File: src/rtl/twb_seq_pkg.sv
package twb_seq_pkg;
    typedef enum logic [1:0] {
        ST_LOCK  = 2'd0,
        ST_WAIT  = 2'd1,
        ST_CONN  = 2'd2,
        ST_FAULT = 2'd3
    } link_state_e;

    typedef struct packed {
        logic sda;
        logic scl;
    } wire_pair_t;

    localparam int unsigned NUM_SIDES = 2;
    localparam int unsigned SIDE_UP   = 0;
    localparam int unsigned SIDE_DN   = 1;
endpackage

File: src/rtl/twb_line_sync.sv
module twb_line_sync
    import twb_seq_pkg::*;
#(
    parameter int unsigned STAGES = 2
) (
    input  logic       clk,
    input  logic       rst_n,
    input  wire_pair_t line_i,
    output wire_pair_t line_o
);
    localparam int unsigned LAST = STAGES - 1;

    wire_pair_t chain_d [STAGES];
    wire_pair_t chain_q [STAGES];

    genvar g;
    generate
        for (g = 0; g < STAGES; g++) begin : g_stage
            if (g == 0) begin : g_first
                always_comb chain_d[g] = line_i;
            end else begin : g_rest
                always_comb chain_d[g] = chain_q[g-1];
            end
            always_ff @(posedge clk or negedge rst_n) begin
                if (!rst_n) chain_q[g] <= '{sda: 1'b1, scl: 1'b1};
                else        chain_q[g] <= chain_d[g];
            end
        end
    endgenerate

    assign line_o = chain_q[LAST];
endmodule

File: src/rtl/twb_side_mon.sv
module twb_side_mon
    import twb_seq_pkg::*;
#(
    parameter int unsigned IDLE_TICKS = 11875
) (
    input  logic       clk,
    input  logic       rst_n,
    input  wire_pair_t line_i,
    output logic       idle_o,
    output logic       stop_o
);
    localparam int unsigned CNT_W = $clog2(IDLE_TICKS + 1);
    localparam logic [CNT_W-1:0] CNT_TOP = CNT_W'(IDLE_TICKS);

    typedef struct packed {
        logic [CNT_W-1:0] cnt;
        wire_pair_t       prev;
    } mon_t;

    mon_t mon_d, mon_q;

    always_comb begin
        mon_d      = mon_q;
        mon_d.prev = line_i;
        if (!(line_i.sda && line_i.scl))
            mon_d.cnt = '0;
        else if (mon_q.cnt != CNT_TOP)
            mon_d.cnt = mon_q.cnt + 1'b1;
    end

    always_ff @(posedge clk or negedge rst_n) begin
        if (!rst_n) mon_q <= '{cnt: '0, prev: '{sda: 1'b1, scl: 1'b1}};
        else        mon_q <= mon_d;
    end

    assign idle_o = (mon_q.cnt == CNT_TOP);
    assign stop_o = line_i.sda && !mon_q.prev.sda && line_i.scl && mon_q.prev.scl;


    idle_restart_chk: assert property (@(posedge clk) disable iff (!rst_n)
        (!line_i.sda || !line_i.scl) |=> !idle_o);
endmodule

File: src/rtl/twb_link_fsm.sv
module twb_link_fsm
    import twb_seq_pkg::*;
(
    input  logic                 clk,
    input  logic                 rst_n,
    input  logic                 uvlo_i,
    input  logic                 enable_i,
    input  logic                 fault_i,
    input  logic                 clear_i,
    input  logic                 recov_active_i,
    input  logic [NUM_SIDES-1:0] idle_i,
    input  logic [NUM_SIDES-1:0] stop_i,
    output logic                 connect_o,
    output logic                 precharge_o,
    output logic                 accel_o,
    output logic                 ready_o,
    output logic                 recov_en_o,
    output logic                 timer_restart_o
);
    typedef struct packed {
        link_state_e state;
        logic        precharge;
        logic        en_prev;
        logic        fault_prev;
        logic        restart;
    } fsm_t;

    fsm_t r_d, r_q;
    logic join_ok, en_rise, fault_rise;

    always_comb begin
        join_ok = (idle_i[SIDE_UP] && idle_i[SIDE_DN])
               || (stop_i[SIDE_UP] && idle_i[SIDE_DN])
               || (stop_i[SIDE_DN] && idle_i[SIDE_UP]);
        en_rise    = enable_i && !r_q.en_prev;
        fault_rise = fault_i && !r_q.fault_prev;

        r_d            = r_q;
        r_d.en_prev    = enable_i;
        r_d.fault_prev = fault_i;
        r_d.restart    = 1'b0;

        if (uvlo_i) begin
            r_d.state     = ST_LOCK;
            r_d.precharge = 1'b1;
        end else begin
            unique case (r_q.state)
                ST_LOCK: r_d.state = ST_WAIT;
                ST_WAIT: begin
                    if (enable_i && join_ok) begin
                        r_d.state     = ST_CONN;
                        r_d.precharge = 1'b0;
                    end
                end
                ST_CONN: begin
                    if (!enable_i)       r_d.state = ST_WAIT;
                    else if (fault_rise) r_d.state = ST_FAULT;
                end
                ST_FAULT: begin
                    if (en_rise) begin
                        r_d.state     = ST_CONN;
                        r_d.precharge = 1'b0;
                        r_d.restart   = 1'b1;
                    end else if (clear_i) begin
                        r_d.state = ST_WAIT;
                    end
                end
                default: r_d.state = ST_LOCK;
            endcase
        end
    end

    always_ff @(posedge clk or negedge rst_n) begin
        if (!rst_n) r_q <= '{state: ST_LOCK, precharge: 1'b1, en_prev: 1'b0,
                             fault_prev: 1'b0, restart: 1'b0};
        else        r_q <= r_d;
    end

    assign connect_o       = (r_q.state == ST_CONN);
    assign ready_o         = (r_q.state == ST_CONN) && enable_i;
    assign accel_o         = (r_q.state == ST_CONN) && !recov_active_i;
    assign recov_en_o      = (r_q.state == ST_FAULT) && enable_i;
    assign precharge_o     = r_q.precharge;
    assign timer_restart_o = r_q.restart;


    lock_hold_chk: assert property (@(posedge clk) disable iff (!rst_n)
        uvlo_i |=> (r_q.state == ST_LOCK && r_q.precharge));

    precharge_off_chk: assert property (@(posedge clk) disable iff (!rst_n)
        (!uvlo_i && !r_q.precharge) |=> !r_q.precharge);

    enable_open_chk: assert property (@(posedge clk) disable iff (!rst_n)
        (!enable_i && !uvlo_i && r_q.state == ST_CONN) |=> r_q.state == ST_WAIT);

    fault_open_chk: assert property (@(posedge clk) disable iff (!rst_n)
        ($rose(fault_i) && enable_i && !uvlo_i && r_q.state == ST_CONN)
        |=> r_q.state == ST_FAULT);

    restart_pulse_chk: assert property (@(posedge clk) disable iff (!rst_n)
        r_q.restart |=> !r_q.restart);

    restart_conn_chk: assert property (@(posedge clk) disable iff (!rst_n)
        r_q.restart |-> (r_q.state == ST_CONN && !r_q.precharge));
endmodule

File: src/rtl/twb_link_seq.sv
module twb_link_seq
    import twb_seq_pkg::*;
#(
    parameter int unsigned IDLE_TICKS  = 11875,
    parameter int unsigned SYNC_STAGES = 2
) (
    input  logic clk,
    input  logic rst_n,
    input  logic up_sda_i,
    input  logic up_scl_i,
    input  logic dn_sda_i,
    input  logic dn_scl_i,
    input  logic enable_i,
    input  logic uvlo_i,
    input  logic fault_i,
    input  logic clear_i,
    input  logic recov_active_i,
    output logic connect_o,
    output logic precharge_en_o,
    output logic accel_en_o,
    output logic ready_o,
    output logic recov_en_o,
    output logic timer_restart_o
);
    wire_pair_t           raw_line  [NUM_SIDES];
    wire_pair_t           sync_line [NUM_SIDES];
    logic [NUM_SIDES-1:0] side_idle;
    logic [NUM_SIDES-1:0] side_stop;

    assign raw_line[SIDE_UP] = '{sda: up_sda_i, scl: up_scl_i};
    assign raw_line[SIDE_DN] = '{sda: dn_sda_i, scl: dn_scl_i};

    genvar s;
    generate
        for (s = 0; s < NUM_SIDES; s++) begin : g_side
            twb_line_sync #(.STAGES(SYNC_STAGES)) u_sync (
                .clk    (clk),
                .rst_n  (rst_n),
                .line_i (raw_line[s]),
                .line_o (sync_line[s])
            );
            twb_side_mon #(.IDLE_TICKS(IDLE_TICKS)) u_mon (
                .clk    (clk),
                .rst_n  (rst_n),
                .line_i (sync_line[s]),
                .idle_o (side_idle[s]),
                .stop_o (side_stop[s])
            );
        end
    endgenerate

    twb_link_fsm u_fsm (
        .clk             (clk),
        .rst_n           (rst_n),
        .uvlo_i          (uvlo_i),
        .enable_i        (enable_i),
        .fault_i         (fault_i),
        .clear_i         (clear_i),
        .recov_active_i  (recov_active_i),
        .idle_i          (side_idle),
        .stop_i          (side_stop),
        .connect_o       (connect_o),
        .precharge_o     (precharge_en_o),
        .accel_o         (accel_en_o),
        .ready_o         (ready_o),
        .recov_en_o      (recov_en_o),
        .timer_restart_o (timer_restart_o)
    );
endmodule

File: config.mk
export PLATFORM = sky130hd
export DESIGN_NAME = twb_link_seq
export DESIGN_NICKNAME = d
export VERILOG_FILES = /design/src/rtl/twb_seq_pkg.sv /design/src/rtl/twb_line_sync.sv /design/src/rtl/twb_side_mon.sv /design/src/rtl/twb_link_fsm.sv /design/src/rtl/twb_link_seq.sv
export SDC_FILE = /design/constraint.sdc
export NUM_CORES = 1
export LEC_CHECK = 0
export ABC_AREA = 1
export ABC_CLOCK_PERIOD_IN_PS = 2000
export BUFFER_PORTS_ARGS = -buffer_cell sky130_fd_sc_hd__clkbuf_2
export CAP_MARGIN = 20
export CORE_UTILIZATION = 35
export DETAILED_ROUTE_END_ITERATION = 12
export HOLD_SLACK_MARGIN = 0.05
export PLACE_DENSITY = 0.55
export SYNTH_ARGS = -nofsm -noshare
export SYNTH_HDL_FRONTEND = slang
export SYNTH_SLANG_ARGS = --single-unit
export TNS_END_PERCENT = 20
File: constraint.sdc
create_clock -name clk -period 2 [get_ports clk]
set_input_delay 0.3 -clock clk [delete_from_list [all_inputs] [get_ports clk]]
set_output_delay 0.3 -clock clk [all_outputs]
set_load 0.02 [all_outputs]
**Yosys cells after proc, flatten, opt, wreduce, memory -nomap -nowiden**

Index checks and enable logic that the tools add are counted.

- Equality and inequality tests: 13
- Divide/modulo/power cells: 0
- $mul: 0
- Bitwise logic cells: 0
- Reduce and logical (&&, ||, !) cells: 28
- Add/subtract/negate cells: 2
- Mux-type cells: 16
- Shift-type cells: 0
- Magnitude comparators: 0

Operators by type and width:

| operator | number |
|---|---|
| 14-bit two-way mux | 4 |
| 14-bit by 1-bit adder with 14-bit output (second input constant) | 2 |
| 14-bit == test (second input constant) | 2 |
| 14-bit inequality test (second input constant) | 2 |
| 1-bit logical AND | 17 |
| 2-bit two-way mux | 4 |
| 4-bit by 3-bit inequality test with 1-bit output (second input constant) | 2 |
| 2-bit one-hot mux with 4 select lines | 1 |
| 3-bit two-way mux | 2 |
| 3-bit by 2-bit inequality test with 1-bit output (second input constant) | 2 |
| 3-bit AND reduction | 2 |
| 1-bit zero test | 5 |
| 2-bit == test (second input constant) | 2 |
| 1-bit two-way mux | 4 |
| 2-bit inequality test (second input constant) | 2 |
| 3-bit nonzero test | 1 |
| 2-bit by 1-bit == test with 1-bit output (second input constant) | 1 |
| 2-bit zero test | 1 |
| 1-bit logical OR | 2 |
| 1-bit one-hot mux with 2 select lines | 1 |

- Bits of input ports: 11
- Memories kept: 0
- Register bits after elaboration: 46
- Word-level logic and storage cells: 78
- Bits in read-only memories: 0
- Memory bits (writable): 0
- Bits in latches: 0
- Output and inout bits: 6

**Logic depth before layout (Yosys ltp)**

Gate-level depths: netlist (run 1).

- Depth after elaboration: 11
- Gate-level depth with buffers: 12
- Depth with buffers taken out: 12

**By module**

Synthesis (run 1) repeated with hierarchy kept, for this count alone.

- Cells, all modules: 340
- Area total of the unflattened synthesis: 2506.2 µm²

By module, submodules not included:

| module | sequential area each (µm²) | cells an instance | instances | area an instance (µm²) |
|---|---|---|---|---|
| twb_side_mon | 402.9 | 140 | 2 | 969.7 |
| twb_link_fsm | 151.4 | 52 | 1 | 356.6 |
| twb_line_sync | 105.1 | 4 | 2 | 105.1 |

**Worst setup path before layout (run 1)**

OpenSTA, ideal clock, no wires.

- Kind: register to register
- Start: reg u_fsm.r_q[4] (netlist bit)
- End: reg u_fsm.r_q[4] (netlist bit)
- Data arrival time: 1.387 ns
- Required time: 1.879 ns
- Library setup time: 0.121 ns
- Clock period less this slack: 1.507 ns
- Path buffers: 0
- Slack: 0.493 ns
- Stages on the path, launching flop included: 6
- Cells stage by stage: dfrtp_1 nor2_1 inv_1 nor2_2 o211ai_1 a21boi_1

- Word-level cells in the longest chain between the ends: 3
- Elaborated cells on any way between the ends: 10
- Those cells by class: 6 x eq/ne; 2 x mux; 2 x reduce/logical

RTL lines:

| element | line | text |
|---|---|---|
| start: declaration | twb_link_fsm.sv:28 | `fsm_t r_d, r_q;` |
| start signal: assignment | twb_link_fsm.sv:74 | `if (!rst_n) r_q <= '{state: ST_LOCK, precharge: 1'b1, en_prev: 1'b0,` |
| start signal: assignment | twb_link_fsm.sv:76 | `else r_q <= r_d;` |
| 2-bit == test * | n/a |  |
| net connect_o | twb_link_seq.sv:18 | `output logic connect_o,` |
| 4-bit by 3-bit inequality test with 1-bit output (no source line) or 2-bit one-hot mux with 4 select lines (tied branches) | n/a |  |
| 3-bit AND reduction (no source line) or 3-bit two-way mux (tied branches) | n/a |  |

Mark *: on every way through the listed nets, which the timed path passes. The rest lies on a longest branch.
A chain may end at the register's enable or synchronous reset.

**Worst setup path in the final report (run 1)**

- Start: reg u_fsm.r_q[4] (netlist bit)
- End: out ready_o

- Word-level cells in the longest chain between the ends: 2

RTL lines:

| element | line | text |
|---|---|---|
| 2-bit == test | twb_link_fsm.sv:80 | `assign ready_o = (r_q.state == ST_CONN) && enable_i;` |
| 1-bit logical AND | twb_link_fsm.sv:80 |  |
| end: declaration | twb_link_seq.sv:21 | `output logic ready_o,` |

No other way between the ends.

==> qor.csv, run 1 <==
stage;metric;value;unit
logic_synthesis;Synth warnings;0;
grt;vias in the first global route;1552;
clock_network;CTS tree;yes;
setup_path;crit path cell chain;nor2_1, inv_1, nor2_2, clkbuf_2;
grt;GRT Residual Overflow;0;
run;Max-Cap Viols;0;
sta;final hold violations;0;
clock_network;Post-CTS Resized;0;
floorplan;core area;5610;µm²
floorplan;I/O pin cnt;17;
floorplan;initial core utilization;36.8;%
hold_path;min-delay worst type;input port to asynchronous set/reset pin;
route;initial detailed-routing violation count;122;
logic_synthesis;synth top area cells;dfrtp_1, dfstp_2, nand2_1;
sta;Least-Margin Pin Slew;0.557;ns
power_and_ir_drop;Worst IR Drop VDD;0.494;mV
placement;Detail Placement HPWL;2710;µm
clock_network;clock transition at the registers of the reported paths;0.09;ns
logic_synthesis;asr flop ratio synth;100;%
logic_synthesis;Netlist cell types;27;
grt;total global-route track usage;13.5;%
clock_network;Hold Buf Count CTS;0;
logic_synthesis;post-synth top area cell;dfrtp_1;
setup_path;critical path depth in cells;4;
run_status;status;complete, no violations;
sta;Final period util;78.3;%
logic_synthesis;Synth top area share;40.0;%
cells_and_area;Util after Layout;42.0;%
floorplan;FP Rows;27;
route;Vias;1547;
clock_network;H-Tree Depth;2;
setup_path;Worst Path Arrival;1.27;ns
route;Via density;4.63;
logic_synthesis;Post-synth top cells;nand2_1, dfrtp_1, inv_1;
cells_and_area;Reg area;1170;µm²
clock_network;clock sinks;46;
setup_path;worst reg2reg startpoint;g_side[0].u_mon.mon_q[2]$_DFFE_PN0P_;
logic_synthesis;Post-synth top flop;dfrtp_1;
logic_synthesis;Yosys reg bits;46;
clock_network;Num CTS Buffers;5;
clock_network;CTS max path bufs;2;
route;remaining antenna violation count;0;
setup_path;Startpoint Class;flop;
setup_path;Crit path buffers/inverters;2;
setup_path;CP endpoint kind;output pin;
grt;largest net degree at the start of global routing;47;
placement;Place WS;0.478;ns
power_and_ir_drop;Lkg Pwr;1.06;nW
logic_synthesis;Synthesized Nets;249;
setup_path;CP required;1.70;ns
route;detailed-route wire length;3750;µm
cells_and_area;nets@finish;274;
cells_and_area;layout cells sized above 1;19.5;%
sta;Period minus WS final;1.57;ns
route;DRC;0;
clock_network;Clk Tree Root Cell;clkbuf_8;
setup_path;FF-to-FF End;u_fsm.precharge_o$_DFFE_PN1P_;
cells_and_area;multi-input logic area;761;µm²
logic_synthesis;synthesized netlist cell count;236;
setup_path;crit path kind;flop to output pin;
sta;final setup margin;0.434;ns
sta;total negative slack;0;ns
setup_path;CP top delay family;flip-flops;
logic_synthesis;Post-synth EDFFs;0;
sta;RSZ-0062 raised after global routing;no;
cells_and_area;Synth-to-Final Area Change;14.1;%
placement;GP Congestion;0.799;
clock_network;clk_lat worst skew;0.30;ns
route;wire per inst;11.2;µm
placement;placed cell areas;2250;µm²
sta;Worst Skew;0.0101;ns
floorplan;die width;78.8;µm
placement;PortBufs;16;
sta;f_max;0.639;GHz
cells_and_area;fillers;578;
cells_and_area;total inserted antenna cells;0;
setup_path;R2R Setup Slk;0.47;ns
setup_path;crit path max-delay cell type;dfrtp_1;
logic_synthesis;Post-Syn Area;2060;µm²
grt;initial antenna violation count;0;
floorplan;die area;6210;µm²
logic_synthesis;top-count cell post-synth;nand2_1;
setup_path;CP max stage delay;0.42;ns
sta;Final Slew Violations;0;
sta;Rel. slew slack;62.9;%
grt;first-pass GRT wire length;6510;µm
clock_network;setup repair bufs after CTS;0;
setup_path;Reg2Reg Depth;12;
sta;final setup vio count;0;
logic_synthesis;Syn Area/Cell;8.74;µm²
cells_and_area;Post-Layout Inst Area;2350;µm²
setup_path;crit-path max FO;5;
floorplan;die height;78.8;µm
logic_synthesis;Seq/Total Area, Yosys;56.6;%
power_and_ir_drop;pwr/cell area;801;nW/µm²
route;drt first pass iters;4;
## state kept, by name, summed over array words and instances (netlist names)
signal                 cells
g_side.u_mon.mon_q        32
g_side.u_sync.chain_d      4
g_side.u_sync.line_o       4
u_fsm.precharge_o          1
u_fsm.r_q                  4
u_fsm.timer_restart_o      1
## final cells by class
cell class | instances | share of cell area, %
clock buffers | 7 | 4.15
clock inverters | 1 | 0.319
inverters | 36 | 5.74
multi-input cells | 154 | 32.3
flip-flops and latches | 46 | 49.6
well taps | 72 | 3.83
repair buffers | 18 | 4.04
## layout by cell type (no fill, tap or decap)
cell type and count:
and2_1 1, dfstp_2 13, nand2_2 5, inv_2 1
ha_1 2, nand3_1 10, clkbuf_8 5, dfrtp_1 33
clkbuf_2 16, o211ai_1 1, clkinvlp_4 1, clkbuf_1 1
a21o_1 1, o31ai_1 1, nor2_2 5, o21ai_1 6
clkbuf_16 1, o21a_1 2, o21ai_0 10, nor3_1 10
nand3_2 1, clkinv_1 4, a31oi_1 1, nor3_4 1
nand2_1 42, xnor2_1 1, a21oi_1 17, a21boi_1 1
nand4_1 7, xor2_1 1, inv_1 31, buf_4 2
nor2_1 28
## how the worst max path moves through the flow
stage,slack [ns],start,end
after global routing,0.24,g_side[0].u_mon.mon_q[2]$_DFFE_PN0P_,u_fsm.precharge_o$_DFFE_PN1P_
final,0.43,u_fsm.r_q[4]$_DFFE_PN0P_,ready_o
after floorplan,0.49,u_fsm.r_q[4]$_DFFE_PN0P_,u_fsm.r_q[4]$_DFFE_PN0P_
after detailed placement,0.48,g_side[0].u_mon.mon_q[2]$_DFFE_PN0P_,u_fsm.precharge_o$_DFFE_PN1P_
after global placement,0.48,g_side[0].u_mon.mon_q[2]$_DFFE_PN0P_,u_fsm.precharge_o$_DFFE_PN1P_
after CTS,0.41,u_fsm.r_q[4]$_DFFE_PN0P_,ready_o
## routing by layer
metal / share of wire (%) / track usage (%) / vias up / wire length, µm
li1: - / - / 809 / -
met1: 49 / 16.4 / 709 / 1820
met2: 47 / 22.9 / 21 / 1770
met3: 2.6 / 3.45 / 8 / 97
met4: 1.5 / 5.56 / 0 / 57
met5: 0 / 0 / - / 0
## worst register-to-register path, stage by stage, from the launching register on
cell	delay, ns
dfrtp_1	0.39
ha_1	0.20
nand2_1	0.07
clkinv_1	0.04
nand2_1	0.04
nor2_1	0.20
nand2_1	0.14
nand2_1	0.09
nand3_2	0.08
nand2_2	0.07
nand2_1	0.05
nand2_1	0.05
nand2_1	0.05
## metrics by stage
stage | total power [W] | cells | hold WS, ns
6_report | 0.00188 | 334 | 0.0673
5_1_grt | 0.00199 | 334 | 0.0586
4_1_cts | 0.00192 | 334 | 0.0666
3_5_place_dp | 0.00127 | 326 | 0.347
3_3_place_gp | 0.00127 | 326 | 0.346
2_1_floorplan | 0.00119 | 236 | 0.00441
## kinds of logic (layout without fill, tap and decap cells)
logic type	count (synthesis)	in the layout	share of synthesized area [%]
DFF	46	46	56.6
adders and majority gates	2	2	1.21
and+or+nand+nor	110	110	24.3
xor gates and xnor gates	2	2	0.849
buffers and inverters	36	62	6.55
AOI/OAI and AO/OA	40	40	10.5
## power breakdown
group	switching (W)	internal, W	leakage [nW]
clock	0.000317	0.000323	0.0496
sequential	0.0000368	0.000994	0.588
combinational	0.000136	0.0000784	0.426
(Power assumes the default switching activity.)
==> inputs of run 2 (changes only) <==
ABC_CLOCK_PERIOD_IN_PS = 1400   (was 2000)
PLACE_DENSITY = 0.57   (was 0.55)
clock period = 1.4 ns   (was 2 ns; I/O delays follow)
==> qor.csv, run 2 (synthesis results as in run 1) <==
stage;metric;value;unit;change
sta;final hold violations;0;;unchanged
sta;Final Slew Violations;0;;unchanged
hold_path;worst hold endpoint;u_fsm.r_q[2]$_DFF_PN0_;;
clock_network;Num CTS Buffers;5;;unchanged
setup_path;crit path kind;flop to flop;;
hold_path;hold path startpoint;enable_i;;
route;wire per inst;11.1;µm;-0.88%
setup_path;CP required;1.59;ns;-0.11 ns
power_and_ir_drop;Lkg Pwr;1.20;nW;+13%
sta;Final period util;99.3;%;
run;Max-Cap Viols;0;;unchanged
hold_path;worst hold path depth;1;;
power_and_ir_drop;Worst IR Drop VDD;0.680;mV;+38%
clock_network;clock sinks;46;;unchanged
setup_path;Reg2Reg Depth;8;;-4
sta;final hold slack;0.0728;ns;+0.00549 ns
setup_path;crit path max-delay cell type;dfrtp_1;;
sta;RSZ-0062 raised after global routing;yes;;
setup_path;Most common cell on crit path;nor2_2;;
floorplan;FP Rows;27;;unchanged
power_and_ir_drop;Power, Total;0.00296;W;+57%
sta;final setup vio count;0;;unchanged
floorplan;core area;5610;µm²;unchanged
sta;Least-Margin Pin Slew;0.316;ns;-0.241 ns
route;remaining antenna violation count;0;;unchanged
floorplan;die area;6210;µm²;unchanged
grt;GRT Residual Overflow;0;;unchanged
route;initial detailed-routing violation count;63;;-48%
setup_path;CP top delay family;simple AND/OR/NAND/NOR gates;;
sta;Worst Skew;0.0162;ns;+0.00616 ns
route;Via density;4.74;;+2.3%
cells_and_area;nets@finish;300;;+9.5%
cells_and_area;most common cell after layout, fill and taps aside;nand2_1;;
run_status;status;complete, no violations;;
cells_and_area;most frequent cells in the layout;nand2_1, dfrtp_1, inv_1;;
clock_network;CTS max path bufs;2;;unchanged
grt;first-pass GRT wire length;6880;µm;+5.7%
floorplan;I/O pin cnt;17;;unchanged
floorplan;die height;78.8;µm;unchanged
cells_and_area;Synth-to-Final Area Change;30.0;%;
sta;f_max;0.719;GHz;
setup_path;CP endpoint kind;flop;;
placement;GP Congestion;0.817;;+2.4%
setup_path;Crit path buffers/inverters;1;;-1
route;DRC;0;;unchanged
clock_network;clk_lat worst skew;0.30;ns;about the same
floorplan;die width;78.8;µm;unchanged
hold_path;min-delay worst type;input port to flop;;
grt;vias in the first global route;1579;;+1.7%
cells_and_area;Reg area;1170;µm²;unchanged
power_and_ir_drop;pwr/cell area;1100;nW/µm²;+38%
cells_and_area;multi-input logic area;837;µm²;+10%
sta;Rel. slew slack;79.0;%;+16 points
route;drt first pass iters;4;;unchanged
grt;largest net degree at the start of global routing;27;;-43%
setup_path;worst reg2reg startpoint;g_side[0].u_mon.mon_q[2]$_DFFE_PN0P_;;
clock_network;CTS tree;yes;;
setup_path;CP max stage delay;0.36;ns;-0.06 ns
placement;PortBufs;16;;unchanged
sta;Period minus WS final;1.39;ns;
route;detailed-route wire length;4000;µm;+6.8%
placement;Detail Placement HPWL;2900;µm;+6.8%
setup_path;R2R Setup Slk;0.01;ns;-0.46 ns
setup_path;crit-path max FO;3;;-2
cells_and_area;layout cells sized above 1;32.3;%;+13 points
setup_path;crit path cell chain;ha_2, nand2_2, nor2_2, nand4_1, nor2_2, inv_1, o21ai_1, a21oi_1;;
clock_network;Clk Tree Root Cell;clkbuf_8;;
route;Vias;1705;;+10%
cells_and_area;max reg flops;32;;unchanged
cells_and_area;fillers;570;;-1.4%
floorplan;initial core utilization;36.8;%;unchanged
clock_network;clock transition at the registers of the reported paths;0.09;ns;about the same
clock_network;H-Tree Depth;2;;unchanged
setup_path;Startpoint Class;flop;;
grt;total global-route track usage;14.1;%;+0.53 points
grt;initial antenna violation count;0;;unchanged
cells_and_area;Largest Register;g_side.u_mon.mon_q;;
cells_and_area;total inserted antenna cells;0;;unchanged
setup_path;FF-to-FF End;g_side[0].u_mon.mon_q[14]$_DFFE_PN0P_;;
setup_path;Worst Path Arrival;1.58;ns;+0.31 ns
-- run 2: cell count changes in the layout (fill, tap and decap cells not counted), sizes merged --
| cell | before | now |
|---|---|---|
| buf | 2 | 25 |
| bufinv | 0 | 1 |
| clkbuf | 23 | 20 |
| clkinv | 4 | 3 |
| dlygate4sd3 | 0 | 6 |
-- run 2: how the worst max path moves through the flow --
stage	cells past startpoint	from	to	slack [ns]
after floorplan	5	u_fsm.r_q[4]$_DFFE_PN0P_	u_fsm.r_q[4]$_DFFE_PN0P_	0.002
after global placement	12	g_side[0].u_mon.mon_q[2]$_DFFE_PN0P_	u_fsm.precharge_o$_DFFE_PN1P_	-0.05
after detailed placement	12	g_side[0].u_mon.mon_q[2]$_DFFE_PN0P_	u_fsm.precharge_o$_DFFE_PN1P_	-0.06
after CTS	5	u_fsm.r_q[5]$_DFFE_PN0P_	ready_o	-0.01
after global routing	12	g_side[0].u_mon.mon_q[3]$_DFFE_PN0P_	u_fsm.precharge_o$_DFFE_PN1P_	-0.12
final	8	g_side[0].u_mon.mon_q[2]$_DFFE_PN0P_	g_side[0].u_mon.mon_q[14]$_DFFE_PN0P_	0.01
-- run 2: repair_timing --
| action | CTS | global route |
|---|---|---|
| hold endpoints to repair | 38 | 0 |
| setup endpoints to repair | 10 | 25 |
| gates resized for setup | 10 | 28 |
| hold buffers | 6 | 0 |
| setup buffers | 1 | 5 |
| pin swaps | 2 | 7 |
-- run 2: metal layers --
layer,wire [µm],global-route usage (%)
met3,117,3.45
met2,1940,23.8
met5,0,0
met1,1920,17.6
met4,30,4.44
-- run 2: final cells by class --
cell class | count | area share, %
tap | 72 | 3.36
sequential | 46 | 43.5
clock buffer | 7 | 3.22
clock inverter | 1 | 1.12
multi-input combinational | 154 | 31.2
inverter | 36 | 5.18
timing repair buffer | 44 | 12.4
-- run 2: worst register-to-register path: cells and delay by family (launching register included) --
| family | cells | cell delay (ns) |
|---|---|---|
| AND/OR/NAND/NOR | 4 | 0.48 |
| AO/OA/AOI/OAI | 2 | 0.16 |
| buffers and inverters | 1 | 0.07 |
| flip-flops | 1 | 0.36 |
| adder cells (fa/ha/maj) | 1 | 0.20 |
-- run 2: power by group --
group          switching [W]  internal [W]  leakage (nW)
combinational       0.000246      0.000223         0.550
sequential         0.0000529       0.00142         0.588
clock               0.000433      0.000582        0.0585
total               0.000732       0.00223          1.20
-- run 2: metrics by stage --
step / setup TNS (ns) / area (µm²) / utilization, % / setup WS [ns] / cells
final: 0 / 2680 / 47.8 / 0.00963 / 360
after global routing: -1.04 / 2680 / 47.8 / -0.124 / 360
after CTS: -0.0122 / 2580 / 46.0 / -0.0122 / 355
after detailed placement: -0.102 / 2360 / 42.0 / -0.0563 / 340
after global placement: -0.0695 / 2360 / 42.0 / -0.0455 / 340
after floorplan: 0 / 2070 / - / 0.00227 / 236
